==> config.mk <==
export PLATFORM = sky130hd
export DESIGN_NAME = text_raster_gen
export DESIGN_NICKNAME = d
export VERILOG_FILES = /design/src/rtl/text_raster_pkg.sv /design/src/rtl/char_clk_div.sv /design/src/rtl/raster_counters.sv /design/src/rtl/access_blank_sync.sv /design/src/rtl/dot_shifter.sv /design/src/rtl/text_raster_gen.sv
export SDC_FILE = /design/constraint.sdc
export NUM_CORES = 1
export LEC_CHECK = 0
export ABC_AREA = 1
export BUFFER_PORTS_ARGS = -buffer_cell sky130_fd_sc_hd__clkbuf_2
export CAP_MARGIN = 10
export CORE_MARGIN = 2
export CORE_UTILIZATION = 52
export DETAILED_ROUTE_END_ITERATION = 10
export GPL_TIMING_DRIVEN = 0
export HOLD_SLACK_MARGIN = 0.05
export PLACE_DENSITY_LB_ADDON = 0.15
export REMOVE_ABC_BUFFERS = 1
export SLEW_MARGIN = 10
export SYNTH_ARGS = -nofsm -noshare
export SYNTH_HDL_FRONTEND = slang
export SYNTH_SLANG_ARGS = --single-unit
==> constraint.sdc <==
create_clock -name clk_i -period 2 [get_ports clk_i]
set_clock_uncertainty 0.05 [all_clocks]
set_input_delay 0.1 -clock clk_i [delete_from_list [all_inputs] [get_ports clk_i]]
set_output_delay 0.1 -clock clk_i [all_outputs]
set_load 0.1 [all_outputs]
==> src/rtl/text_raster_pkg.sv <==
package text_raster_pkg;
  localparam int DIV_CNT_W      = 4;
  localparam int CODE_W         = 8;
  localparam int BLINK_BIT      = CODE_W - 1;
  localparam int GLYPH_ROW_BITS = 3;
  localparam int GLYPH_ROWS     = 1 << GLYPH_ROW_BITS;
  localparam int GLYPH_DOTS     = 5;
  localparam int GLYPH_ADDR_W   = CODE_W - 1 + GLYPH_ROW_BITS;
endpackage

==> src/rtl/char_clk_div.sv <==
module char_clk_div
  import text_raster_pkg::*;
#(
  parameter int DOT_DIV = 7
) (
  input  logic clk_i,
  input  logic rst_ni,
  output logic char_stb_o
);
  localparam logic [DIV_CNT_W-1:0] RELOAD = DIV_CNT_W'((1 << DIV_CNT_W) - DOT_DIV);

  logic [DIV_CNT_W-1:0] cnt_q;

  // carry out of the counter is the character strobe
  assign char_stb_o = &cnt_q;

  always_ff @(posedge clk_i or negedge rst_ni) begin
    if (!rst_ni)         cnt_q <= RELOAD;
    else if (char_stb_o) cnt_q <= RELOAD;
    else                 cnt_q <= cnt_q + 1'b1;
  end


  div_range_chk: assert property (@(posedge clk_i) disable iff (!rst_ni)
    cnt_q >= RELOAD);

  stb_gap_chk: assert property (@(posedge clk_i) disable iff (!rst_ni)
    char_stb_o |=> !char_stb_o);
endmodule

==> src/rtl/raster_counters.sv <==
module raster_counters #(
  parameter int CHARS        = 128,
  parameter int SCANS        = 10,
  parameter int TOTAL_ROWS   = 26,
  parameter int BLINK_FRAMES = 16,
  localparam int COL_W  = $clog2(CHARS),
  localparam int SCAN_W = $clog2(SCANS),
  localparam int ROW_W  = $clog2(TOTAL_ROWS)
) (
  input  logic              clk_i,
  input  logic              rst_ni,
  input  logic              char_stb_i,
  output logic [COL_W-1:0]  col_o,
  output logic [SCAN_W-1:0] scan_o,
  output logic [ROW_W-1:0]  row_o,
  output logic              blink_o
);
  localparam int BF_W = $clog2(BLINK_FRAMES);
  localparam logic [COL_W-1:0]  COL_LAST  = COL_W'(CHARS - 1);
  localparam logic [SCAN_W-1:0] SCAN_LAST = SCAN_W'(SCANS - 1);
  localparam logic [ROW_W-1:0]  ROW_LAST  = ROW_W'(TOTAL_ROWS - 1);
  localparam logic [BF_W-1:0]   BF_LAST   = BF_W'(BLINK_FRAMES - 1);

  logic [BF_W-1:0] frame_q;
  logic line_end, row_end, frame_end;

  assign line_end  = char_stb_i && (col_o == COL_LAST);
  assign row_end   = line_end && (scan_o == SCAN_LAST);
  assign frame_end = row_end && (row_o == ROW_LAST);

  always_ff @(posedge clk_i or negedge rst_ni) begin
    if (!rst_ni) begin
      col_o   <= '0;
      scan_o  <= '0;
      row_o   <= '0;
      frame_q <= '0;
      blink_o <= 1'b0;
    end else begin
      if (char_stb_i) col_o  <= line_end ? '0 : col_o + 1'b1;
      if (line_end)   scan_o <= row_end ? '0 : scan_o + 1'b1;
      if (row_end)    row_o  <= frame_end ? '0 : row_o + 1'b1;
      if (frame_end) begin
        if (frame_q == BF_LAST) begin
          frame_q <= '0;
          blink_o <= ~blink_o;
        end else begin
          frame_q <= frame_q + 1'b1;
        end
      end
    end
  end


  col_wrap_chk: assert property (@(posedge clk_i) disable iff (!rst_ni)
    (char_stb_i && col_o == COL_LAST) |=> (col_o == '0));

  scan_range_chk: assert property (@(posedge clk_i) disable iff (!rst_ni)
    scan_o <= SCAN_LAST);

  row_range_chk: assert property (@(posedge clk_i) disable iff (!rst_ni)
    row_o <= ROW_LAST);

  blink_step_chk: assert property (@(posedge clk_i) disable iff (!rst_ni)
    (blink_o != $past(blink_o)) |-> $past(frame_end));
endmodule

==> src/rtl/access_blank_sync.sv <==
module access_blank_sync #(
  parameter int STAGES = 2
) (
  input  logic clk_i,
  input  logic rst_ni,
  input  logic char_stb_i,
  input  logic cpu_sel_i,
  output logic blank_o
);
  logic [STAGES-1:0] sync_q;

  for (genvar i = 0; i < STAGES; i++) begin : g_stage
    logic d;
    if (i == 0) begin : g_first
      assign d = cpu_sel_i;
    end else begin : g_next
      assign d = sync_q[i-1];
    end
    always_ff @(posedge clk_i or negedge rst_ni) begin
      if (!rst_ni)         sync_q[i] <= 1'b0;
      else if (char_stb_i) sync_q[i] <= d;
    end
  end

  assign blank_o = sync_q[STAGES-1];


  blank_hold_chk: assert property (@(posedge clk_i) disable iff (!rst_ni)
    !char_stb_i |=> $stable(blank_o));
endmodule

==> src/rtl/dot_shifter.sv <==
module dot_shifter #(
  parameter int WIDTH = 7
) (
  input  logic             clk_i,
  input  logic             rst_ni,
  input  logic             load_i,
  input  logic [WIDTH-1:0] pat_i,
  output logic             dot_o
);
  logic [WIDTH-1:0] sh_q;

  always_ff @(posedge clk_i or negedge rst_ni) begin
    if (!rst_ni)     sh_q <= '0;
    else if (load_i) sh_q <= pat_i;
    else             sh_q <= {sh_q[WIDTH-2:0], 1'b0};
  end

  assign dot_o = sh_q[WIDTH-1];


  first_dot_chk: assert property (@(posedge clk_i) disable iff (!rst_ni)
    load_i |=> (dot_o == $past(pat_i[WIDTH-1])));
endmodule

==> src/rtl/text_raster_gen.sv <==
module text_raster_gen
  import text_raster_pkg::*;
#(
  parameter int DOT_DIV      = 7,
  parameter int CHARS        = 128,
  parameter int ACTIVE_COLS  = 80,
  parameter int SCANS        = 10,
  parameter int ACTIVE_ROWS  = 24,
  parameter int TOTAL_ROWS   = 26,
  parameter int BLINK_FRAMES = 16,
  localparam int COL_W  = $clog2(CHARS),
  localparam int SCAN_W = $clog2(SCANS),
  localparam int ROW_W  = $clog2(TOTAL_ROWS),
  localparam int ADDR_W = ROW_W + COL_W
) (
  input  logic                    clk_i,
  input  logic                    rst_ni,
  input  logic                    cpu_sel_i,
  input  logic [ADDR_W-1:0]       cpu_addr_i,
  output logic [ADDR_W-1:0]       vram_addr_o,
  input  logic [CODE_W-1:0]       vram_data_i,
  output logic [GLYPH_ADDR_W-1:0] glyph_addr_o,
  input  logic [CODE_W-1:0]       glyph_data_i,
  output logic                    video_o,
  output logic                    hsync_o,
  output logic                    vsync_o
);
  localparam logic [COL_W-1:0]  HS_COL  = COL_W'(ACTIVE_COLS);
  localparam logic [ROW_W-1:0]  VS_ROW  = ROW_W'(ACTIVE_ROWS);
  localparam logic [SCAN_W-1:0] GAP_SCN = SCAN_W'(GLYPH_ROWS);

  logic              char_stb;
  logic [COL_W-1:0]  col_q;
  logic [SCAN_W-1:0] scan_q;
  logic [ROW_W-1:0]  row_q;
  logic              blink_q, cpu_blank, cell_blank;
  logic [DOT_DIV-1:0] pat;
  logic [CODE_W-GLYPH_DOTS-1:0] unused_glyph_bits;

  char_clk_div #(.DOT_DIV(DOT_DIV)) i_div (
    .clk_i, .rst_ni, .char_stb_o(char_stb)
  );

  raster_counters #(
    .CHARS(CHARS), .SCANS(SCANS), .TOTAL_ROWS(TOTAL_ROWS), .BLINK_FRAMES(BLINK_FRAMES)
  ) i_cnt (
    .clk_i, .rst_ni, .char_stb_i(char_stb),
    .col_o(col_q), .scan_o(scan_q), .row_o(row_q), .blink_o(blink_q)
  );

  access_blank_sync #(.STAGES(2)) i_sync (
    .clk_i, .rst_ni, .char_stb_i(char_stb), .cpu_sel_i, .blank_o(cpu_blank)
  );

  assign vram_addr_o  = cpu_sel_i ? cpu_addr_i : {row_q, col_q};
  assign glyph_addr_o = {vram_data_i[CODE_W-2:0], scan_q[GLYPH_ROW_BITS-1:0]};

  assign cell_blank = (col_q >= HS_COL) || (row_q >= VS_ROW) || (scan_q >= GAP_SCN)
                   || (vram_data_i[BLINK_BIT] && blink_q) || cpu_blank;

  // left-most dot comes from the highest used glyph bit
  for (genvar k = 0; k < DOT_DIV; k++) begin : g_dot
    if (k < GLYPH_DOTS) begin : g_used
      assign pat[DOT_DIV-1-k] = !glyph_data_i[GLYPH_DOTS-1-k] && !cell_blank;
    end else begin : g_pad
      assign pat[DOT_DIV-1-k] = 1'b0;
    end
  end
  assign unused_glyph_bits = glyph_data_i[CODE_W-1:GLYPH_DOTS];

  dot_shifter #(.WIDTH(DOT_DIV)) i_shift (
    .clk_i, .rst_ni, .load_i(char_stb), .pat_i(pat), .dot_o(video_o)
  );

  always_ff @(posedge clk_i or negedge rst_ni) begin
    if (!rst_ni) begin
      hsync_o <= 1'b0;
      vsync_o <= 1'b0;
    end else begin
      hsync_o <= (col_q == HS_COL);
      vsync_o <= (row_q == VS_ROW);
    end
  end


  hsync_pos_chk: assert property (@(posedge clk_i) disable iff (!rst_ni)
    $rose(hsync_o) |-> (col_q == HS_COL));

  vsync_pos_chk: assert property (@(posedge clk_i) disable iff (!rst_ni)
    $rose(vsync_o) |-> (row_q == VS_ROW));

  hblank_dark_chk: assert property (@(posedge clk_i) disable iff (!rst_ni)
    (char_stb && col_q >= HS_COL) |=> !video_o);

  gap_dark_chk: assert property (@(posedge clk_i) disable iff (!rst_ni)
    (char_stb && scan_q >= GAP_SCN) |=> !video_o);
endmodule

==> results.py, run 1 <==
metrics = {
    "logic_synthesis": {
        "synthSimpleGateAreaFrac_pct": 24.8,
        "syn_area_per_cell_um2": 8.42,
        "synth_top_cell_by_area": "dfrtp_1",
        "synthDominantCellAreaShare_pct": 41.2,
        "synth_top_family_by_area": "simple AND/OR/NAND/NOR gates",
        "synthMuxAreaShare_pct": 0,
        "synth_compound_area_share_pct": 10.4,
        "synthXorXnorAreaFrac_pct": 3.60,
        "yosysUniqueCellTypes": 28,
        "synth_area_um2": 1940,
        "netlist_instances": 231,
        "ys_seq_area_share_pct": 43.9,
        "ys_ff_latch": 34,
        "synth_top_cells_by_area": "dfrtp_1 (41%), nand2_1 (9.7%), o21ai_0 (6.9%)",
        "synth_adder_area_share_pct": 6.44,
        "yosys_warnings": 0,
    },
    "floorplan": {
        "initial_core_util_pct": 53.5,
        "die-area_um2": 4240,
        "fp.dieW_um": 65.2,
        "die_h_um": 65.2,
        "row_count": 22,
        "ios": 56,
        "core-area_um2": 3630,
    },
    "timing": {
        "min_period_over_period_pct": 89.1,
        "timing_max_transition_violations_final": 0,
        "final-hold-violation-count": 0,
        "timing.final.ws_setup_ns": 0.217,
        "clock.fmax_mhz": 561,
        "finalSetupViolCount": 0,
        "rsz0062_at_grt": "false",
        "min_period_ns": 1.78,
        "maxSlewHeadroom_pct": 45.7,
        "tightest_slew_ns": 0.815,
        "hold-worst-slack_ns": 0.151,
    },
    "clock_tree": {
        "clk_path_buf_depth": 2,
        "clk_pin_slew_worst_paths_ns": 0.06,
        "clock_sinks": 34,
        "cts_setup_buffers": 0,
        "cts_resized": 0,
        "h-tree-depth": 2,
        "clockRootBuffer": "clkbuf_8",
        "cts_tree": "built",
        "cts-buffers-inserted": 5,
        "clk_latency_ns": 0.28,
    },
    "detailed_routing": {
        "wl_per_cell_um": 11.0,
        "wl_um": 3500,
        "vias": 1540,
        "drt-initial-drc-count": 53,
        "drc": 0,
        "final_antenna_net_count": 0,
        "drt-vias-per-instance": 4.84,
        "drtPass1Iterations": 4,
    },
    "global_route": {
        "antenna_found_initial": 0,
        "gr-total-overflow": 0,
        "grt_max_degree": 35,
        "grt_use_total_pct": 19.1,
        "grt_pass1_wl_um": 6130,
        "grt_pass1_vias": 1357,
    },
    "placement": {
        "placedInstanceArea_um2": 2100,
        "place.port_buffers": 38,
        "dp_slack_ns": 0.209,
        "gp_congestion": 0.839,
        "hpwl_um": 2550,
    },
    "worst_setup_path": {
        "path_class": "flop to flop",
        "cp_max_fo": 13,
        "crit_required_ns": 2.14,
        "cp-end-kind": "flop",
        "crit_path_start_kind": "flop",
        "cp.arrival_ns": 1.93,
        "r2r_slack_ns": 0.22,
    },
    "power": {
        "switching_share_pct": 27.2,
        "seqPwrFrac_pct": 50.2,
        "p_sw_mw": 0.374,
        "internal_power_mw": 1.00,
        "p_clk_share_pct": 37.5,
        "pwr_density_cell_nw_per_um2": 611,
        "ir_drop_uv": 513,
        "totalPowerFinal_mw": 1.38,
        "p_comb_share_pct": 12.3,
        "leakage_nw": 1.19,
    },
    "finish": {
        "fin_nets": 310,
        "n_antenna_cell": 0,
        "final_cell_mix": "nand2_1 (50), clkbuf_2 (38), dfrtp_1 (32)",
        "layout-drive-gt1-share_pct": 23.0,
        "fillers": 331,
        "design_area_um2": 2250,
        "area_delta_synth_final_pct": 15.8,
        "final_common_cell": "nand2_1",
    },
    "run_status": {
        "status": "complete, no violations",
    },
    "run": {
        "maxCapViolations": 0,
    },
    "hold_path": {
        "min_path_type": "input pin to output pin",
    },
}
==> worst max-delay path, stage by stage (launching register included) <==
cell      delay [ns]
dfstp_2         0.54
ha_1            0.25
nand3_4         0.21
clkinv_2        0.17
nand3_2         0.15
nor2_2          0.18
nand2_1         0.06
o21ai_0         0.08
==> sequential cells by signal, summed over array words and instances (netlist names) <==
register	count
i_cnt.col_o	7
i_cnt.row_o	5
i_shift.sh_q	5
i_cnt.frame_q	4
i_cnt.scan_o	4
i_div.cnt_q	4
hsync_o	1
i_cnt.blink_o	1
i_sync.blank_o	1
i_sync.g_stage.d	1
vsync_o	1
==> routing by layer <==
layer,part of all wire [%],vias to the layer above,GRT usage [%]
met1,48,678,25.6
met3,6.0,10,6.85
met2,43,43,28.4
li1,-,809,-
met4,2.4,0,7.81
met5,0,-,0
==> power groups by stage <==
stage | logic (mW) | clock network (mW) | registers [mW]
after floorplan | 0.111 | 0 | 0.704
final | 0.170 | 0.516 | 0.691
after CTS | 0.171 | 0.537 | 0.691
after detailed placement | 0.162 | 0 | 0.704
after global routing | 0.180 | 0.577 | 0.691
after global placement | 0.162 | 0 | 0.704
==> cell type report <==
cell class | instances | area (um2) | share of cell area, %
Multi-Input combinational cell | 153 | 880 | 39.1
Sequential cell | 34 | 853 | 37.9
Timing Repair Buffer | 44 | 250 | 11.1
Inverter | 31 | 118 | 5.22
Clock buffer | 7 | 86.3 | 3.83
Tap cell | 48 | 60.1 | 2.67
Clock inverter | 1 | 5.00 | 0.222
==> path summary, 6_finish.rpt <==
kind / depth (start not counted) / from / end
max in group asynchronous: 2 / rst_ni / i_cnt.frame_q[1]$_DFFE_PN0P_
max: 7 / i_div.cnt_q[0]$_DFF_PN1_ / i_cnt.frame_q[0]$_DFFE_PN0P_
min: 0 / vram_data_i[0] / glyph_addr_o[3]
min reg2reg: 2 / i_shift.sh_q[5]$_DFF_PN0_ / i_shift.sh_q[6]$_DFF_PN0_
min in group asynchronous: 2 / rst_ni / i_cnt.col_o[1]$_DFFE_PN0N_
max reg2reg: 7 / i_div.cnt_q[0]$_DFF_PN1_ / i_cnt.frame_q[0]$_DFFE_PN0P_
==> cell usage after synthesis <==
library cell  count
o21ai_0          27
nand4_1           3
o21ai_2           1
inv_2             2
ha_1             10
clkinv_2          1
nor2_1           14
nand2_1          50
xor2_1            8
nand3_1          20
inv_1            28
nand2_2           1
dfstp_2           2
o21ai_1           3
nor2_2            1
nand3_2           2
nor3_1            1
nand3_4           1
a21oi_4           1
buf_6             1
a21oi_1           4
buf_4            10
nand4_4           1
dfrtp_1          32
nor2_4            3
clkbuf_1          2
a211oi_1          1
nand4_2           1
==> timing repair <==
| item | in CTS | in global routing |
|---|---|---|
| setup endpoints to repair | 0 | 0 |
| hold buffers | 6 | 0 |
| hold endpoints to repair | 37 | 0 |
==> metrics by stage <==
step / instances / util (%) / setup TNS, ns
5_1_grt: 318 / 62.0 / 0
6_report: 318 / 62.0 / 0
3_3_place_gp: 304 / 57.8 / 0
3_5_place_dp: 304 / 57.8 / 0
2_1_floorplan: 218 / - / -7.82
4_1_cts: 318 / 62.0 / 0
==> cell families (layout without fill, tap and decap cells) <==
group / Yosys count / count (layout)
AND/OR/NAND/NOR: 98 / 98
adder cells (fa/ha/maj): 10 / 10
buffers and inverters: 44 / 83
XOR/XNOR: 8 / 8
flip-flops: 34 / 34
AO/OA/AOI/OAI: 37 / 37
(Power assumes the default switching activity.)
==> run 2, diff against run 1 <==
--- a/config.mk
+++ b/config.mk
@@ -7,13 +7,13 @@
 export LEC_CHECK = 0
 export ABC_AREA = 1
 export BUFFER_PORTS_ARGS = -buffer_cell sky130_fd_sc_hd__clkbuf_2
-export CAP_MARGIN = 10
+export CAP_MARGIN = 20
 export CORE_MARGIN = 2
 export CORE_UTILIZATION = 52
 export DETAILED_ROUTE_END_ITERATION = 10
 export GPL_TIMING_DRIVEN = 0
 export HOLD_SLACK_MARGIN = 0.05
-export PLACE_DENSITY_LB_ADDON = 0.15
+export PLACE_DENSITY = 0.8
 export REMOVE_ABC_BUFFERS = 1
 export SLEW_MARGIN = 10
 export SYNTH_ARGS = -nofsm -noshare
==> results.py, run 2 (same netlist as run 1, synthesis figures left out) <==
metrics = {
    "timing": {
        "min_period_over_period_pct": 90.8,
        "setup-tns-final_ns": 0,
        "maxSlewHeadroom_pct": 44.1,
        "final-hold-violation-count": 0,
        "tightest_slew_ns": 0.839,
        "finalSetupViolCount": 0,
        "clock.fmax_mhz": 551,
        "timing.final.ws_setup_ns": 0.184,
        "timing_max_transition_violations_final": 0,
        "min_period_ns": 1.82,
        "rsz0062_at_grt": "false",
    },
    "detailed_routing": {
        "drt-vias-per-instance": 5.01,
        "vias": 1594,
        "wl_per_cell_um": 11.6,
        "drc": 0,
        "drtPass1Iterations": 4,
        "wl_um": 3680,
        "drt-initial-drc-count": 107,
        "final_antenna_net_count": 0,
    },
    "hold_path": {
        "hold_path_depth": 0,
        "min_path_type": "input pin to output pin",
    },
    "global_route": {
        "gr-total-overflow": 0,
        "antenna_found_initial": 0,
        "grt_pass1_vias": 1467,
        "grt_max_degree": 35,
        "grt_use_total_pct": 19.3,
        "grt_pass1_wl_um": 6190,
    },
    "finish": {
        "largest_register_ffs": 7,
        "fillers": 318,
        "area_delta_synth_final_pct": 18.5,
        "final_common_cell": "nand2_1",
        "fin_nets": 310,
        "n_antenna_cell": 0,
        "top_register": "i_cnt.col_o",
        "layout-drive-gt1-share_pct": 23.3,
        "final_cell_mix": "nand2_1 (50), clkbuf_2 (38), dfrtp_1 (32)",
        "design_area_um2": 2300,
        "largestRegisters": "i_cnt.col_o: 7 flops, i_cnt.row_o: 5 flops, i_shift.sh_q: 5 flops",
    },
    "power": {
        "internal_power_mw": 1.26,
        "p_clk_share_pct": 47.7,
        "pwr_density_cell_nw_per_um2": 714,
        "p_comb_share_pct": 10.3,
        "switching_share_pct": 23.6,
        "p_sw_mw": 0.388,
        "ir_drop_uv": 498,
        "seqPwrFrac_pct": 42.0,
        "leakage_nw": 1.21,
    },
    "worst_setup_path": {
        "cp-end-kind": "flop",
        "crit_path_start_kind": "flop",
        "cp_max_fo": 13,
        "path_class": "flop to flop",
        "reg2reg_depth": 6,
        "cp.arrival_ns": 1.93,
        "crit_required_ns": 2.11,
    },
    "clock_tree": {
        "clockRootBuffer": "clkbuf_8",
        "clk_latency_ns": 0.29,
        "clk_pin_slew_worst_paths_ns": 0.07,
        "cts_tree": "built",
        "cts-buffers-inserted": 5,
        "h-tree-depth": 2,
        "clock_sinks": 34,
        "clk_path_buf_depth": 2,
    },
    "floorplan": {
        "die-area_um2": 4240,
        "die_h_um": 65.2,
        "ios": 56,
        "fp.dieW_um": 65.2,
        "row_count": 22,
        "initial_core_util_pct": 53.5,
        "core-area_um2": 3630,
    },
    "placement": {
        "dp_slack_ns": 0.196,
        "hpwl_um": 2670,
        "place.port_buffers": 38,
        "placedInstanceArea_um2": 2100,
        "gp_congestion": 0.817,
    },
    "run": {
        "maxCapViolations": 0,
    },
    "run_status": {
        "status": "complete, no violations",
    },
}
==> run 2: path summary, 6_finish.rpt <==
path,slack [ns],startpoint,to
max reg2reg,0.18,i_div.cnt_q[0]$_DFF_PN1_,i_cnt.frame_q[2]$_DFFE_PN0P_
min reg2reg,0.40,i_shift.sh_q[5]$_DFF_PN0_,i_shift.sh_q[6]$_DFF_PN0_
min,0.15,vram_data_i[0],glyph_addr_o[3]
max in group asynchronous,0.97,rst_ni,i_cnt.row_o[0]$_DFFE_PN0N_
min in group asynchronous,0.40,rst_ni,i_shift.sh_q[4]$_DFF_PN0_
max,0.18,i_div.cnt_q[0]$_DFF_PN1_,i_cnt.frame_q[2]$_DFFE_PN0P_
==> run 2: timing repair <==
| item | in CTS | in global routing |
|---|---|---|
| hold endpoints to repair | 37 | 0 |
| setup endpoints to repair | 0 | 1 |
| hold buffers | 6 | 0 |
| buffers inserted | 0 | 0 |
| resized for setup | 0 | 1 |
==> run 2: routing by layer <==
metal / track usage [%] / up-vias / routed length [um]
met4: 8.59 / 0 / 82
met1: 22.2 / 727 / 1620
met5: 0 / - / 0
met2: 32.9 / 52 / 1750
met3: 6.16 / 8 / 219
li1: - / 807 / -
==> run 2: layout make-up <==
class | instances | area [um2] | share of cell area, %
well taps | 48 | 60.1 | 2.61
inverters | 31 | 118 | 5.11
repair buffers | 44 | 250 | 10.9
clock inverters | 2 | 60.1 | 2.61
clock buffers | 6 | 82.6 | 3.59
multi-input cells | 153 | 880 | 38.2
flip-flops and latches | 34 | 853 | 37.0
==> run 2: power groups by stage <==
stage	sequential, mW	clock [mW]	combinational, mW
after floorplan	0.704	0	0.111
after global placement	0.703	0	0.161
after detailed placement	0.704	0	0.162
after CTS	0.691	0.793	0.171
after global routing	0.690	0.825	0.181
final	0.691	0.784	0.170
==> run 2: worst max-delay path, cell delays in order (launching register included) <==
cell and delay, ns:
dfstp_2 0.55, ha_1 0.25, nand3_4 0.21, clkinv_2 0.18, nand3_2 0.14, o21ai_0 0.22, nand2_1 0.09
==> run 2: stage by stage <==
stage               utilization [%]  std cells  hold slack, ns  total power [mW]
floorplan                         -        218          -0.246             0.815
global placement               57.8        304           0.151             0.865
detailed placement             57.8        304           0.151             0.865
CTS                            63.4        318           0.151              1.66
global route                   63.4        318           0.151              1.70
finish                         63.4        318           0.151              1.64
==> run 3, diff against run 2 <==
--- a/config.mk
+++ b/config.mk
@@ -8,12 +8,14 @@
 export ABC_AREA = 1
 export BUFFER_PORTS_ARGS = -buffer_cell sky130_fd_sc_hd__clkbuf_2
 export CAP_MARGIN = 20
+export CORE_ASPECT_RATIO = 0.8
 export CORE_MARGIN = 2
 export CORE_UTILIZATION = 52
 export DETAILED_ROUTE_END_ITERATION = 10
 export GPL_TIMING_DRIVEN = 0
 export HOLD_SLACK_MARGIN = 0.05
 export PLACE_DENSITY = 0.8
+export RECOVER_POWER = 100
 export REMOVE_ABC_BUFFERS = 1
 export SLEW_MARGIN = 10
 export SYNTH_ARGS = -nofsm -noshare
==> results.py, run 3 (same netlist as run 1, synthesis figures left out) <==
metrics = {
    "clock_tree": {
        "cts_tree": "built",
        "cts-buffers-inserted": 5,
        "h-tree-depth": 2,
        "clk_path_buf_depth": 2,
        "cts_setup_buffers": 0,
        "clock_sinks": 34,
        "clk_latency_ns": 0.29,
        "clk_pin_slew_worst_paths_ns": 0.07,
        "clockRootBuffer": "clkbuf_8",
    },
    "timing": {
        "timing_max_transition_violations_final": 0,
        "final-hold-violation-count": 0,
        "min_period_over_period_pct": 91.0,
        "hold-worst-slack_ns": 0.151,
        "maxSlewHeadroom_pct": 22.9,
        "tightest_slew_ns": 1.16,
        "rsz0062_at_grt": "false",
        "min_period_ns": 1.82,
        "finalSetupViolCount": 0,
        "clock.fmax_mhz": 549,
    },
    "detailed_routing": {
        "drt-initial-drc-count": 86,
        "wl_um": 3640,
        "drc": 0,
        "drt-vias-per-instance": 5.06,
        "vias": 1579,
        "final_antenna_net_count": 0,
        "drtPass1Iterations": 5,
        "wl_per_cell_um": 11.7,
    },
    "finish": {
        "largestRegisters": "i_cnt.col_o: 7 flops, i_cnt.row_o: 5 flops, i_shift.sh_q: 5 flops",
        "area_delta_synth_final_pct": 14.5,
        "final_cells": 312,
        "layout-drive-gt1-share_pct": 19.6,
        "largest_register_ffs": 7,
        "n_antenna_cell": 0,
        "final_cell_mix": "nand2_1 (50), clkbuf_2 (35), dfrtp_1 (32)",
        "fin_nets": 310,
        "top_register": "i_cnt.col_o",
        "post-route-util_pct": 63.7,
        "fillers": 293,
        "final_common_cell": "nand2_1",
    },
    "worst_setup_path": {
        "critPathMaxStageDelay_ns": 0.54,
        "crit_slowest_cell": "dfstp_2",
        "cp-end-kind": "flop",
        "rr_endpoint": "i_cnt.frame_q[0]$_DFFE_PN0P_",
        "cp.arrival_ns": 1.94,
        "crit_path_start_kind": "flop",
        "path_class": "flop to flop",
        "reg2reg_depth": 6,
        "crit_chain": "ha_1 -> nand3_4 -> nor2_4 -> nand3_1 -> nor2_1 -> o21ai_0",
        "worst-path-buf-inv": 0,
        "r2r_slack_ns": 0.18,
        "cp_max_fo": 13,
        "crit_required_ns": 2.12,
        "rr_startpoint": "i_div.cnt_q[0]$_DFF_PN1_",
        "crit_family": "simple AND/OR/NAND/NOR gates",
    },
    "hold_path": {
        "hold_path_end": "glyph_addr_o[3]",
        "min_path_type": "input pin to output pin",
        "hold_path_depth": 0,
        "hold_start": "vram_data_i[0]",
    },
    "placement": {
        "gp_congestion": 0.843,
        "dp.cells": 298,
        "hpwl_um": 2660,
        "place.port_buffers": 38,
    },
    "global_route": {
        "antenna_found_initial": 0,
        "grt_pass1_vias": 1427,
        "grt_pass1_wl_um": 6140,
        "grt_max_degree": 35,
        "gr-total-overflow": 0,
        "grt_use_total_pct": 19.2,
    },
    "floorplan": {
        "die_h_um": 58.7,
        "die-area_um2": 4250,
        "fp.dieW_um": 72.4,
        "core-area_um2": 3490,
        "row_count": 19,
        "ios": 56,
        "initial_core_util_pct": 55.6,
    },
    "run": {
        "maxCapViolations": 0,
    },
    "run_status": {
        "status": "complete, no violations",
    },
    "power": {
        "totalPowerFinal_mw": 1.51,
        "pwr_density_cell_nw_per_um2": 679,
        "ir_drop_uv": 453,
        "leakage_nw": 1.18,
    },
}
[run 3: changes by cell type in the layout (fill, tap and decap cells not counted), sizes merged]
cell    delta
bufinv     -1
clkbuf     +1
[run 3: worst max-delay path by stage]
stage,slack (ns),to,depth (start not counted),startpoint
after floorplan,-0.76,vram_addr_o[6],2,i_cnt.col_o[6]$_DFFE_PN0N_
after global placement,0.22,i_cnt.frame_q[0]$_DFFE_PN0P_,7,i_div.cnt_q[0]$_DFF_PN1_
after detailed placement,0.20,i_cnt.frame_q[0]$_DFFE_PN0P_,7,i_div.cnt_q[0]$_DFF_PN1_
after CTS,0.19,i_cnt.frame_q[0]$_DFFE_PN0P_,6,i_div.cnt_q[0]$_DFF_PN1_
after global routing,0.02,i_cnt.frame_q[1]$_DFFE_PN0P_,6,i_div.cnt_q[0]$_DFF_PN1_
final,0.18,i_cnt.frame_q[0]$_DFFE_PN0P_,6,i_div.cnt_q[0]$_DFF_PN1_
[run 3: stage by stage]
stage	cell area [um2]	setup slack (ns)	TNS [ns]
finish	2230	0.180	0
global route	2230	0.0237	0
CTS	2270	0.192	0
detailed placement	2090	0.204	0
global placement	2090	0.221	0
floorplan	1850	-0.756	-7.82
[run 3: final cells by class]
type / count / area [um2] / area share, %
sequential: 34 / 853 / 38.3
multi-input combinational: 153 / 840 / 37.7
timing repair buffer: 44 / 246 / 11.1
inverter: 31 / 118 / 5.28
clock buffer: 7 / 86.3 / 3.88
tap: 42 / 52.6 / 2.36
clock inverter: 1 / 30.0 / 1.35
[run 3: timing repair]
action	4_1_cts	5_1_grt
resized for setup	0	0
endpoints found under the hold margin	37	0
setup endpoints to repair	0	0
hold buffers	6	0
[run 3: worst reg2reg max path, cell delays in order, from the launching register on]
cell     delay, ns
dfstp_2       0.54
ha_1          0.25
nand3_4       0.20
nor2_4        0.21
nand3_1       0.18
nor2_1        0.17
o21ai_0       0.10
[run 3: routing by layer]
| metal | track usage, % | part of all wire (%) |
|---|---|---|
| met5 | 0 | 0 |
| met4 | 8.89 | 1.8 |
| met3 | 6.34 | 6.7 |
| met2 | 30.8 | 44 |
| met1 | 23.8 | 47 |
[run 3: power by group]
group          switching [mW]  total [mW]  leakage [nW]  internal, mW
Combinational           0.133       0.169         0.681        0.0352
Sequential           0.000992       0.691         0.443         0.690
Clock                   0.246       0.652        0.0585         0.406
